`src/rtl/rbs_pkg.sv`:
```
package rbs_pkg;
    typedef enum logic [1:0] {
        SQ_PIN = 2'd0,
        SQ_RUN = 2'd1,
        SQ_WDT = 2'd2
    } seq_st_e;
endpackage

```
`src/rtl/rbs_sync.sv`:
```
module rbs_sync #(
    parameter int           W       = 1,
    parameter logic [W-1:0] RST_VAL = '0
) (
    input  logic         clk,
    input  logic         arst_n,
    input  logic [W-1:0] d,
    output logic [W-1:0] q
);
    typedef struct packed {
        logic [W-1:0] s1;
        logic [W-1:0] s2;
    } sync_t;

    sync_t st_d, st_q;

    always_comb begin
        st_d    = st_q;
        st_d.s1 = d;
        st_d.s2 = st_q.s1;
    end

    always_ff @(posedge clk or negedge arst_n) begin
        if (!arst_n) begin
            st_q <= '{s1: RST_VAL, s2: RST_VAL};
        end else begin
            st_q <= st_d;
        end
    end

    assign q = st_q.s2;
endmodule

```
`src/rtl/rbs_strap.sv`:
```
module rbs_strap #(
    parameter int BOOT_W  = 2,
    parameter int TRI_WIN = 10
) (
    input  logic              clk,
    input  logic              por_n,
    input  logic              tri_n_s,
    input  logic [BOOT_W-1:0] boot_s,
    input  logic              capture,
    output logic [BOOT_W-1:0] boot_mode,
    output logic              tri_mode
);
    typedef struct packed {
        logic [TRI_WIN-1:0] hist;
        logic [BOOT_W-1:0]  boot_dly;
        logic [BOOT_W-1:0]  boot;
        logic               tri_on;
    } strap_t;

    strap_t st_d, st_q;

    always_comb begin
        st_d          = st_q;
        st_d.hist     = {st_q.hist[TRI_WIN-2:0], tri_n_s};
        st_d.boot_dly = boot_s;
        if (capture) begin
            st_d.boot   = st_q.boot_dly;
            st_d.tri_on = (st_q.hist == '0);
        end
    end

    always_ff @(posedge clk or negedge por_n) begin
        if (!por_n) begin
            st_q <= '{hist: '1, boot_dly: '0, boot: '0, tri_on: 1'b0};
        end else begin
            st_q <= st_d;
        end
    end

    assign boot_mode = st_q.boot;
    assign tri_mode  = st_q.tri_on;

    AST_STRAP_HOLD: assert property (@(posedge clk) disable iff (!por_n)
        !capture |=> ($stable(boot_mode) && $stable(tri_mode)));
endmodule

```
`src/rtl/rbs_seq.sv`:
```
module rbs_seq
    import rbs_pkg::*;
#(
    parameter int FETCH_DLY = 80,
    parameter int WDT_LEN   = 16,
    parameter int SYNC_LAT  = 3
) (
    input  logic clk,
    input  logic arst_n,
    input  logic pin_s,
    input  logic wdt_req,
    output logic in_rst,
    output logic fetch_en,
    output logic capture
);
    localparam int CNT_MAX = (FETCH_DLY > WDT_LEN) ? FETCH_DLY : WDT_LEN;
    localparam int CNT_W   = $clog2(CNT_MAX + 1);
    localparam logic [CNT_W-1:0] PIN_LOAD = CNT_W'(FETCH_DLY - SYNC_LAT);
    localparam logic [CNT_W-1:0] WDT_LOAD = CNT_W'(WDT_LEN);
    localparam logic [CNT_W-1:0] REL_LOAD = CNT_W'(FETCH_DLY);

    typedef struct packed {
        seq_st_e    st;
        logic       rst;
        logic       fetch;
        logic       pin_prev;
        logic [CNT_W-1:0] cnt;
    } seq_t;

    seq_t st_d, st_q;

    always_comb begin
        st_d          = st_q;
        st_d.pin_prev = pin_s;
        capture       = 1'b0;
        case (st_q.st)
            SQ_PIN: begin
                if (pin_s && !st_q.pin_prev) begin
                    capture   = 1'b1;
                    st_d.st   = SQ_RUN;
                    st_d.rst  = 1'b0;
                    st_d.cnt  = PIN_LOAD;
                end
            end
            SQ_RUN: begin
                if (wdt_req) begin
                    st_d.st    = SQ_WDT;
                    st_d.rst   = 1'b1;
                    st_d.fetch = 1'b0;
                    st_d.cnt   = WDT_LOAD;
                end else if (st_q.cnt != '0) begin
                    st_d.cnt = st_q.cnt - 1'b1;
                    if (st_q.cnt == CNT_W'(1)) begin
                        st_d.fetch = 1'b1;
                    end
                end
            end
            SQ_WDT: begin
                if (st_q.cnt == CNT_W'(1)) begin
                    st_d.st  = SQ_RUN;
                    st_d.rst = 1'b0;
                    st_d.cnt = REL_LOAD;
                end else begin
                    st_d.cnt = st_q.cnt - 1'b1;
                end
            end
            default: begin
                st_d.st = SQ_PIN;
            end
        endcase
    end

    always_ff @(posedge clk or negedge arst_n) begin
        if (!arst_n) begin
            st_q <= '{st: SQ_PIN, rst: 1'b1, fetch: 1'b0, pin_prev: 1'b0, cnt: '0};
        end else begin
            st_q <= st_d;
        end
    end

    assign in_rst   = st_q.rst;
    assign fetch_en = st_q.fetch;

    AST_FETCH_OUT_OF_RST: assert property (@(posedge clk) disable iff (!arst_n)
        fetch_en |-> !in_rst);
    AST_RELEASE_SYNCED: assert property (@(posedge clk) disable iff (!arst_n)
        $fell(in_rst) |-> $past(pin_s));
    AST_WDT_HOLD: assert property (@(posedge clk) disable iff (!arst_n)
        (st_q.st == SQ_WDT && st_q.cnt != CNT_W'(1)) |=> in_rst);
    AST_ONE_CAPTURE: assert property (@(posedge clk) disable iff (!arst_n)
        capture |=> !capture);
endmodule

```
`src/rtl/rst_boot_seq.sv`:
```
module rst_boot_seq #(
    parameter int BOOT_W    = 2,
    parameter int N_IO      = 32,
    parameter int FETCH_DLY = 80,
    parameter int WDT_LEN   = 16,
    parameter int TRI_WIN   = 10
) (
    input  logic              clk,
    input  logic              por_n,
    input  logic              ext_rst_n,
    input  logic              wdt_req,
    input  logic [BOOT_W-1:0] boot_pin,
    input  logic              tri_req_n,
    output logic              sys_rst_n,
    output logic              fetch_en,
    output logic [BOOT_W-1:0] boot_mode,
    output logic              out_disable,
    output logic              clk_out,
    output logic [N_IO-1:0]   pio_dir_in
);
    localparam int SW = BOOT_W + 1;

    logic          arst_n;
    logic          pin_s;
    logic [SW-1:0] strap_s;
    logic          in_rst;
    logic          capture;

    assign arst_n = ext_rst_n & por_n;

    rbs_sync #(.W(1), .RST_VAL(1'b0)) u_pin_sync (
        .clk    (clk),
        .arst_n (arst_n),
        .d      (1'b1),
        .q      (pin_s)
    );

    rbs_sync #(.W(SW), .RST_VAL({{BOOT_W{1'b0}}, 1'b1})) u_strap_sync (
        .clk    (clk),
        .arst_n (por_n),
        .d      ({boot_pin, tri_req_n}),
        .q      (strap_s)
    );

    rbs_seq #(.FETCH_DLY(FETCH_DLY), .WDT_LEN(WDT_LEN), .SYNC_LAT(3)) u_seq (
        .clk      (clk),
        .arst_n   (arst_n),
        .pin_s    (pin_s),
        .wdt_req  (wdt_req),
        .in_rst   (in_rst),
        .fetch_en (fetch_en),
        .capture  (capture)
    );

    rbs_strap #(.BOOT_W(BOOT_W), .TRI_WIN(TRI_WIN)) u_strap (
        .clk       (clk),
        .por_n     (por_n),
        .tri_n_s   (strap_s[0]),
        .boot_s    (strap_s[SW-1:1]),
        .capture   (capture),
        .boot_mode (boot_mode),
        .tri_mode  (out_disable)
    );

    assign sys_rst_n  = ~in_rst;
    assign clk_out    = clk & pin_s;
    assign pio_dir_in = {N_IO{in_rst}};
endmodule

```
`config.mk`:
```
export PLATFORM = sky130hd
export DESIGN_NAME = rst_boot_seq
export DESIGN_NICKNAME = d
export VERILOG_FILES = /design/src/rtl/rbs_pkg.sv /design/src/rtl/rbs_sync.sv /design/src/rtl/rbs_strap.sv /design/src/rtl/rbs_seq.sv /design/src/rtl/rst_boot_seq.sv
export SDC_FILE = /design/constraint.sdc
export NUM_CORES = 1
export LEC_CHECK = 0
export ABC_AREA = 1
export BUFFER_PORTS_ARGS = -buffer_cell sky130_fd_sc_hd__buf_4
export CORE_ASPECT_RATIO = 1.2
export CORE_MARGIN = 1
export CORE_UTILIZATION = 40
export DETAILED_ROUTE_END_ITERATION = 8
export GPL_ROUTABILITY_DRIVEN = 0
export SKIP_CTS_REPAIR_TIMING = 1
export SYNTH_ARGS = -nofsm -noshare
export SYNTH_HDL_FRONTEND = slang
export SYNTH_HIERARCHICAL = 1
export SYNTH_SLANG_ARGS = --single-unit
```
`constraint.sdc`:
```
create_clock -name clk -period 2.3 [get_ports clk]
set_input_delay 0.115 -clock clk [delete_from_list [all_inputs] [get_ports clk]]
set_output_delay 0.115 -clock clk [all_outputs]
set_load 0.005 [all_outputs]
```
==> results by group, run 1 <==
STA
  – Setup TNS: 0 ns
  – Final Hold Vio Count: 0
  – RSZ-0062 raised after global routing: no
  – Clock Skew: 0.00649 ns
  – Worst setup margin: 0.594 ns
  – Final hold slack: 0.0249 ns
  – Slew margin rel.: a little over 60%
  – Max Slew Vio Count: 0
  – Final Setup Violations: 0
  – Slew @ Worst Pin: 0.567 ns

Logic synthesis
  – Seq/Total Area, Yosys: 49.4%
  – Mapped Area: 1800 um^2
  – #FFs+latches synth: 35
  – Post-synthesis average cell area: 9.11 um^2
  – Synth cell types: 26
  – Area share of the largest cell type after synthesis: a little under a third
  – Syn_nets: 211
  – Synth area leader: dfrtp_1
  – Yosys warns: 6
  – Top cells by area, synth: dfrtp_1 31%, dfstp_2 19%, buf_4 14%
  – Post-synthesis cell count: just under 200

Final layout
  – Final #Nets: 236
  – Commonest non-fill, non-tap cell in the layout: buf_4
  – Area delta synth->final: 19.8%
  – Antenna diodes: 0
  – Commonest non-fill, non-tap cells in the layout: 44 x buf_4, 38 x nand2_1, 22 x dfrtp_1
  – Share of cells above drive strength 1: 38.8%

Power and ir drop
  – Pwr/cell area: 1280 nW/um^2
  – IR drop worst, VDD: 0.709 mV
  – LEAKAGE: 1.10 nW

GRT
  – Gr usage total: 14.9%
  – Initial antenna violation count: 0
  – Largest net degree at the start of global routing: 35
  – First-pass GRT wire length: 5.10 mm
  – GRT overflow: 0
  – Number of global-route vias before repair: 1154

Placed design
  – IO Port Bufs: 44
  – Worst slack, placed: 0.778 ns
  – Post-DP HPWL: between 2 and 2.5 mm

CTS
  – Worst skew pair latency: 0.40 ns
  – CTS clk-pin slew, worst paths: 0.07 ns
  – CTS tree: done

Setup path
  – CP Launch Type: clock port
  – CP Class: clock port to output pin
  – CP required: between 2 and 2.5 ns
  – R2r worst-path depth: 9
  – Crit-path max FO: 2
  – Worst R2R Setup Slack: 0.77 ns
  – WP data arrival: 1.59 ns
  – Reg2reg start: u_seq/st_q[0]$_DFFE_PN0P_
  – Crit end category: output pin
  – Crit Reg-Reg Endpoint: u_seq/st_q[3]$_DFFE_PN0P_

Routing
  – Top layer reached by signal wires: met4
  – Detail Route Antenna Nets: 0
  – Wl on met1: ~1.3 mm
  – Via count: ~1200
  – Routed vias/inst: between 4 and 5
  – Final WL: 3.02 mm
  – DRC: 0
  – DR WL met2: 1.38 mm
  – WL met3: 227 um
  – DR WL/cell: 10.8 um
  – TritonRoute pass-1 iters: 4
  – 1st-iter DRT viols: 33

Floorplan
  – FP Rows: 26
  – Die H: 75.6 um
  – Chip Width: between 60 and 70 um
  – # IOs: 45
  – Die area: 4780 um^2
  – Core area: 4290 um^2
  – Starting Density: 42.0%

Worst hold path
  – HP Class: input port to flip-flop
  – Hold path cells: 3
  – Hold path start: wdt_req
  – Hold EP: u_seq/fetch_en$_DFFE_PN0P_

Status
  – Status: finished clean

Run
  – Max Cap Viol: 0
worst max-delay path, stage by stage:
cell and delay (ns):
clkbuf_8 0.11, clkbuf_8 0.12, nand2_1 0.06, inv_1 0.04
buf_4 0.12
how the worst max path moves through the flow:
| stage | start | to | slack (ns) | cells past startpoint |
|---|---|---|---|---|
| 6_report | clk | clk_out | 0.59 | 5 |
| 5_1_grt | clk | clk_out | 0.57 | 5 |
| 4_1_cts | clk | clk_out | 0.58 | 5 |
| 3_5_place_dp | u_seq/st_q[0]$_DFFE_PN0P_ | u_seq/st_q[3]$_DFFE_PN0P_ | 0.78 | 9 |
| 3_3_place_gp | u_seq/st_q[0]$_DFFE_PN0P_ | u_seq/st_q[3]$_DFFE_PN0P_ | 0.79 | 9 |
| 2_1_floorplan | clk | clk_out | 0.95 | 2 |
metal layers:
metal / vias up / GRT usage (%)
met2: 56 / 23.5
li1: 622 / -
met1: 558 / 15.7
met5: - / 0
met3: 5 / 6.59
met4: 0 / 12.4
through the flow:
stage,area (um^2),std cells,power [mW],utilization [%]
3_3_place_gp,1950,264,2.05,45.4
4_1_cts,2110,275,2.79,49.2
3_5_place_dp,1950,264,2.04,45.4
2_1_floorplan,1800,198,1.83,-
5_1_grt,2160,280,2.98,50.3
6_report,2160,280,2.76,50.3
power breakdown:
part / switching, mW / internal, mW / total [mW]
clock: 0.261 / 0.481 / 0.742
combinational: 0.583 / 0.546 / 1.13
sequential: 0.143 / 0.742 / 0.885
total: 0.988 / 1.77 / 2.76
kinds of logic (layout without fill, tap and decap cells):
family                     Yosys count  in the layout  share of synthesized area, %
and+or+nand+nor                     87             87                          23.5
buffers and inverters               59             85                          19.3
DFF                                 35             35                          49.4
AOI/OAI and AO/OA                    9              9                          2.84
adders and majority gates            6              6                          4.16
other                                1              1                         0.208
xor gates and xnor gates             1              1                         0.486
sequential cells by signal, summed over array words and instances (netlist names):
signal             flops
u_pin_sync/q           1
u_pin_sync/st_d        1
u_seq/fetch_en         1
u_seq/in_rst           1
u_seq/st_q            10
u_strap/boot_mode      2
u_strap/st_d           9
u_strap/st_q           3
u_strap/tri_mode       1
u_strap_sync/q         3
u_strap_sync/st_d      3
layout make-up:
cell class              instances  area (um^2)
fillers                       420         2130
well taps                      56         70.1
inverters                      24         90.1
clock buffers                  10          131
clock inverters                 3         42.5
multi-input cells             104          563
repair buffers                 48          373
flip-flops and latches         35          892
synth_stat cells:
cell type,instances
nand3_4,1
a21oi_2,1
inv_1,21
nand3_1,9
and2_0,1
ha_1,6
nand3_2,1
o21a_1,1
conb_1,1
o21ai_1,4
nand2_1,38
a21oi_1,2
nand2_4,1
nor2_1,19
nand3b_1,1
o21ai_0,1
xnor2_1,1
nor2_4,3
nor2_2,4
nand4_1,3
dfrtp_1,22
nor3_1,2
nand2_2,4
buf_4,34
inv_2,4
dfstp_2,13
Note: power is estimated with default switching activity, not from simulation.
==> run 2, diff against run 1 <==
clock period = 1.6 ns   (was 2.3 ns; I/O delays follow)
==> run 2 against run 1 <==
Worst hold slack better by 0.080 ns. Highest routed layer unchanged. Register-to-register slack worse by 0.67 ns. Worst setup slack lost 0.50 ns. Sequential power grew 45%. Global-route usage is 1.0 points lower. Critical endpoint is now u_seq/st_q[1]$_DFFE_PN0P_. Clock-buffer cell count is 1 lower.
==> results by group, run 2 (synthesized netlist as in run 1, its figures left out) <==
Final layout
  – Share of cells above drive strength 1: 41.0% (was 38.8%)
  – Antenna diodes: 0 (unchanged)
  – Final Non-Filler Cells: 285 (was 280)
  – Final #Nets: 242 (was 236)
  – Layout fillers: 414 (was 420)
  – Max FFs per register: 10 (unchanged)
  – Commonest non-fill, non-tap cell in the layout: buf_4 (unchanged)
  – Most flops, register: u_seq/st_q (unchanged)
  – Area delta synth->final: 21.2% (was 19.8%)
  – Commonest non-fill, non-tap cells in the layout: 49 x buf_4, 37 x nand2_1, 22 x dfrtp_1 (was 44 x buf_4, 38 x nand2_1, 22 x dfrtp_1)

Setup path
  – CP max stage cell: dfrtp_1 (was clkbuf_8)
  – CP required: 1.91 ns (was 2.18 ns)
  – WP data arrival: 1.81 ns (was 1.59 ns)
  – CP startpoint: u_seq/st_q[11]$_DFFE_PN0P_ (was clk)
  – Worst R2R Setup Slack: 0.1 ns (was 0.77 ns)
  – Critical path, cell by cell: inv_1, ha_2, inv_2, nor2_4, inv_1, nand2_2, nand2_2, nor2_1, nand2_1, o21ai_1 (was clkbuf_8, clkbuf_8, nand2_1, inv_1, buf_4)
  – CP Launch Type: flip-flop (was clock port)
  – R2r worst-path depth: 10 (was 9)
  – Reg2reg start: u_seq/st_q[11]$_DFFE_PN0P_ (was u_seq/st_q[0]$_DFFE_PN0P_)
  – Crit Reg-Reg Endpoint: u_seq/st_q[1]$_DFFE_PN0P_ (was u_seq/st_q[3]$_DFFE_PN0P_)
  – Critical path's largest stage delay: 0.41 ns (was 0.12 ns)
  – CP Class: flip-flop to flip-flop (was clock port to output pin)
  – CP Capture Point: u_seq/st_q[1]$_DFFE_PN0P_ (was clk_out)
  – Crit end category: flip-flop (was output pin)
  – Crit-path max FO: 5 (was 2)

Floorplan
  – Die area: 4780 um^2 (unchanged)
  – Core area: 4290 um^2 (unchanged)
  – # IOs: 45 (unchanged)
  – Die H: 75.6 um (unchanged)
  – Starting Density: 42.0% (unchanged)
  – FP Rows: 26 (unchanged)
  – Chip Width: 63.3 um (unchanged)

Routing
  – Routed vias/inst: 4.42 (was 4.43)
  – 1st-iter DRT viols: 24 (was 33)
  – DR WL met2: 1.46 mm (was 1.38 mm)
  – Wl on met1: 1.30 mm (was 1.34 mm)
  – DR WL/cell: 10.5 um (was 10.8 um)
  – Detail Route Antenna Nets: 0 (unchanged)
  – TritonRoute pass-1 iters: 4 (unchanged)
  – WL met3: 215 um (was 227 um)
  – DRC: 0 (unchanged)
  – Via count: 1260 (was 1241)
  – Top layer reached by signal wires: met4 (unchanged)
  – Final WL: 3.00 mm (was 3.02 mm)

Power and ir drop
  – IR drop worst, VDD: 0.794 mV (was 0.709 mV)
  – Clock Power Share: 21.6% (was 26.9%)
  – Pwr/cell area: 1750 nW/um^2 (was 1280 nW/um^2)
  – Switch share: 37.1% (was 35.8%)
  – Cell Int Power: 2.40 mW (was 1.77 mW)
  – Sw power: 1.42 mW (was 0.988 mW)
  – LEAKAGE: 1.11 nW (was 1.10 nW)
  – Part of the power in registers: 33.6% (was 32.1%)
  – Comb pwr share: 44.8% (was 41.0%)
  – Power Total: 3.82 mW (was 2.76 mW)

STA
  – Final Hold Vio Count: 0 (unchanged)
  – Fin crit share: 93.9%
  – F_max: roughly 670 MHz
  – Max Slew Vio Count: 0 (unchanged)
  – Slew margin rel.: 64.7% (was 62.1%)
  – Setup TNS: 0 ns (unchanged)
  – Final Setup Violations: 0 (unchanged)
  – Clock Skew: 0.00314 ns (was 0.00649 ns)
  – Slew @ Worst Pin: 0.529 ns (was 0.567 ns)
  – Final hold slack: 0.105 ns (was 0.0249 ns)
  – Crit path time final: 1.50 ns

GRT
  – GRT overflow: 0 (unchanged)
  – Initial antenna violation count: 0 (unchanged)
  – Number of global-route vias before repair: 1147 (was 1154)
  – Gr usage total: 13.9% (was 14.9%)
  – Largest net degree at the start of global routing: 35 (unchanged)
  – First-pass GRT wire length: 4.91 mm (was 5.10 mm)

CTS
  – Worst skew pair latency: 0.39 ns (was 0.40 ns)
  – CTS clk-pin slew, worst paths: 0.07 ns (about the same)
  – CTS tree: done (unchanged)

Placed design
  – Post-DP HPWL: 2.15 mm (was 2.12 mm)
  – IO Port Bufs: 44 (unchanged)
  – Post-Place Cells: 267 (was 264)

Status
  – Status: finished clean (unchanged)

Worst hold path
  – HP Class: input port to async pin (was input port to flip-flop)

Run
  – Max Cap Viol: 0 (unchanged)
==> run 2: metal layers <==
metal / up-vias / global-route usage, %
li1: 630 / -
met2: 53 / 23.2
met4: 0 / 8.84
met3: 2 / 5.99
met5: - / 0
met1: 575 / 14.7
==> run 2: how the worst min path moves through the flow <==
| stage | end | slack [ns] | from |
|---|---|---|---|
| after floorplan | u_strap/boot_mode[0]$_DFFE_PN0P_ | -0.22 | por_n |
| after global placement | u_strap_sync/st_d[2]$_DFF_PN0_ | -0.02 | por_n |
| after detailed placement | u_strap_sync/st_d[2]$_DFF_PN0_ | -0.03 | por_n |
| after CTS | u_strap/tri_mode$_DFFE_PN0P_ | -0.44 | por_n |
| after global routing | u_strap/tri_mode$_DFFE_PN0P_ | 0.13 | por_n |
| final | u_strap/tri_mode$_DFFE_PN0P_ | 0.10 | por_n |
==> run 2: final cells by class <==
cell class / instances / area (um^2) / share of cell area, %
Clock buffer: 9 / 118 / 5.38
Clock inverter: 3 / 17.5 / 0.801
Inverter: 24 / 90.1 / 4.12
Multi-Input combinational cell: 104 / 576 / 26.3
Sequential cell: 35 / 896 / 41.0
Tap cell: 56 / 70.1 / 3.20
Timing Repair Buffer: 54 / 420 / 19.2
==> run 2: worst max-delay path: cells and delay by family, from the launching register on <==
kind / cells / cell delay [ns]
buffers and inverters: 3 / 0.25
adder cells (fa/ha/maj): 1 / 0.20
flip-flops: 1 / 0.41
AO/OA/AOI/OAI: 1 / 0.07
AND/OR/NAND/NOR: 5 / 0.47
==> run 2: per-stage QoR <==
stage	cell area (um^2)	utilization [%]	setup slack, ns
finish	2190	50.9	0.0981
detailed placement	1970	45.9	0.0694
global placement	1970	45.9	0.0794
CTS	2100	48.8	0.0327
global route	2190	50.9	-0.00328
floorplan	1800	-	0.259
==> run 2: power by group through the flow <==
stage / clock [mW] / combinational, mW / sequential (mW)
2_1_floorplan: 0.0133 / 1.36 / 1.25
3_3_place_gp: 0.0318 / 1.65 / 1.29
3_5_place_dp: 0.0318 / 1.65 / 1.30
4_1_cts: 0.855 / 1.66 / 1.28
5_1_grt: 0.909 / 1.91 / 1.31
6_report: 0.826 / 1.71 / 1.28
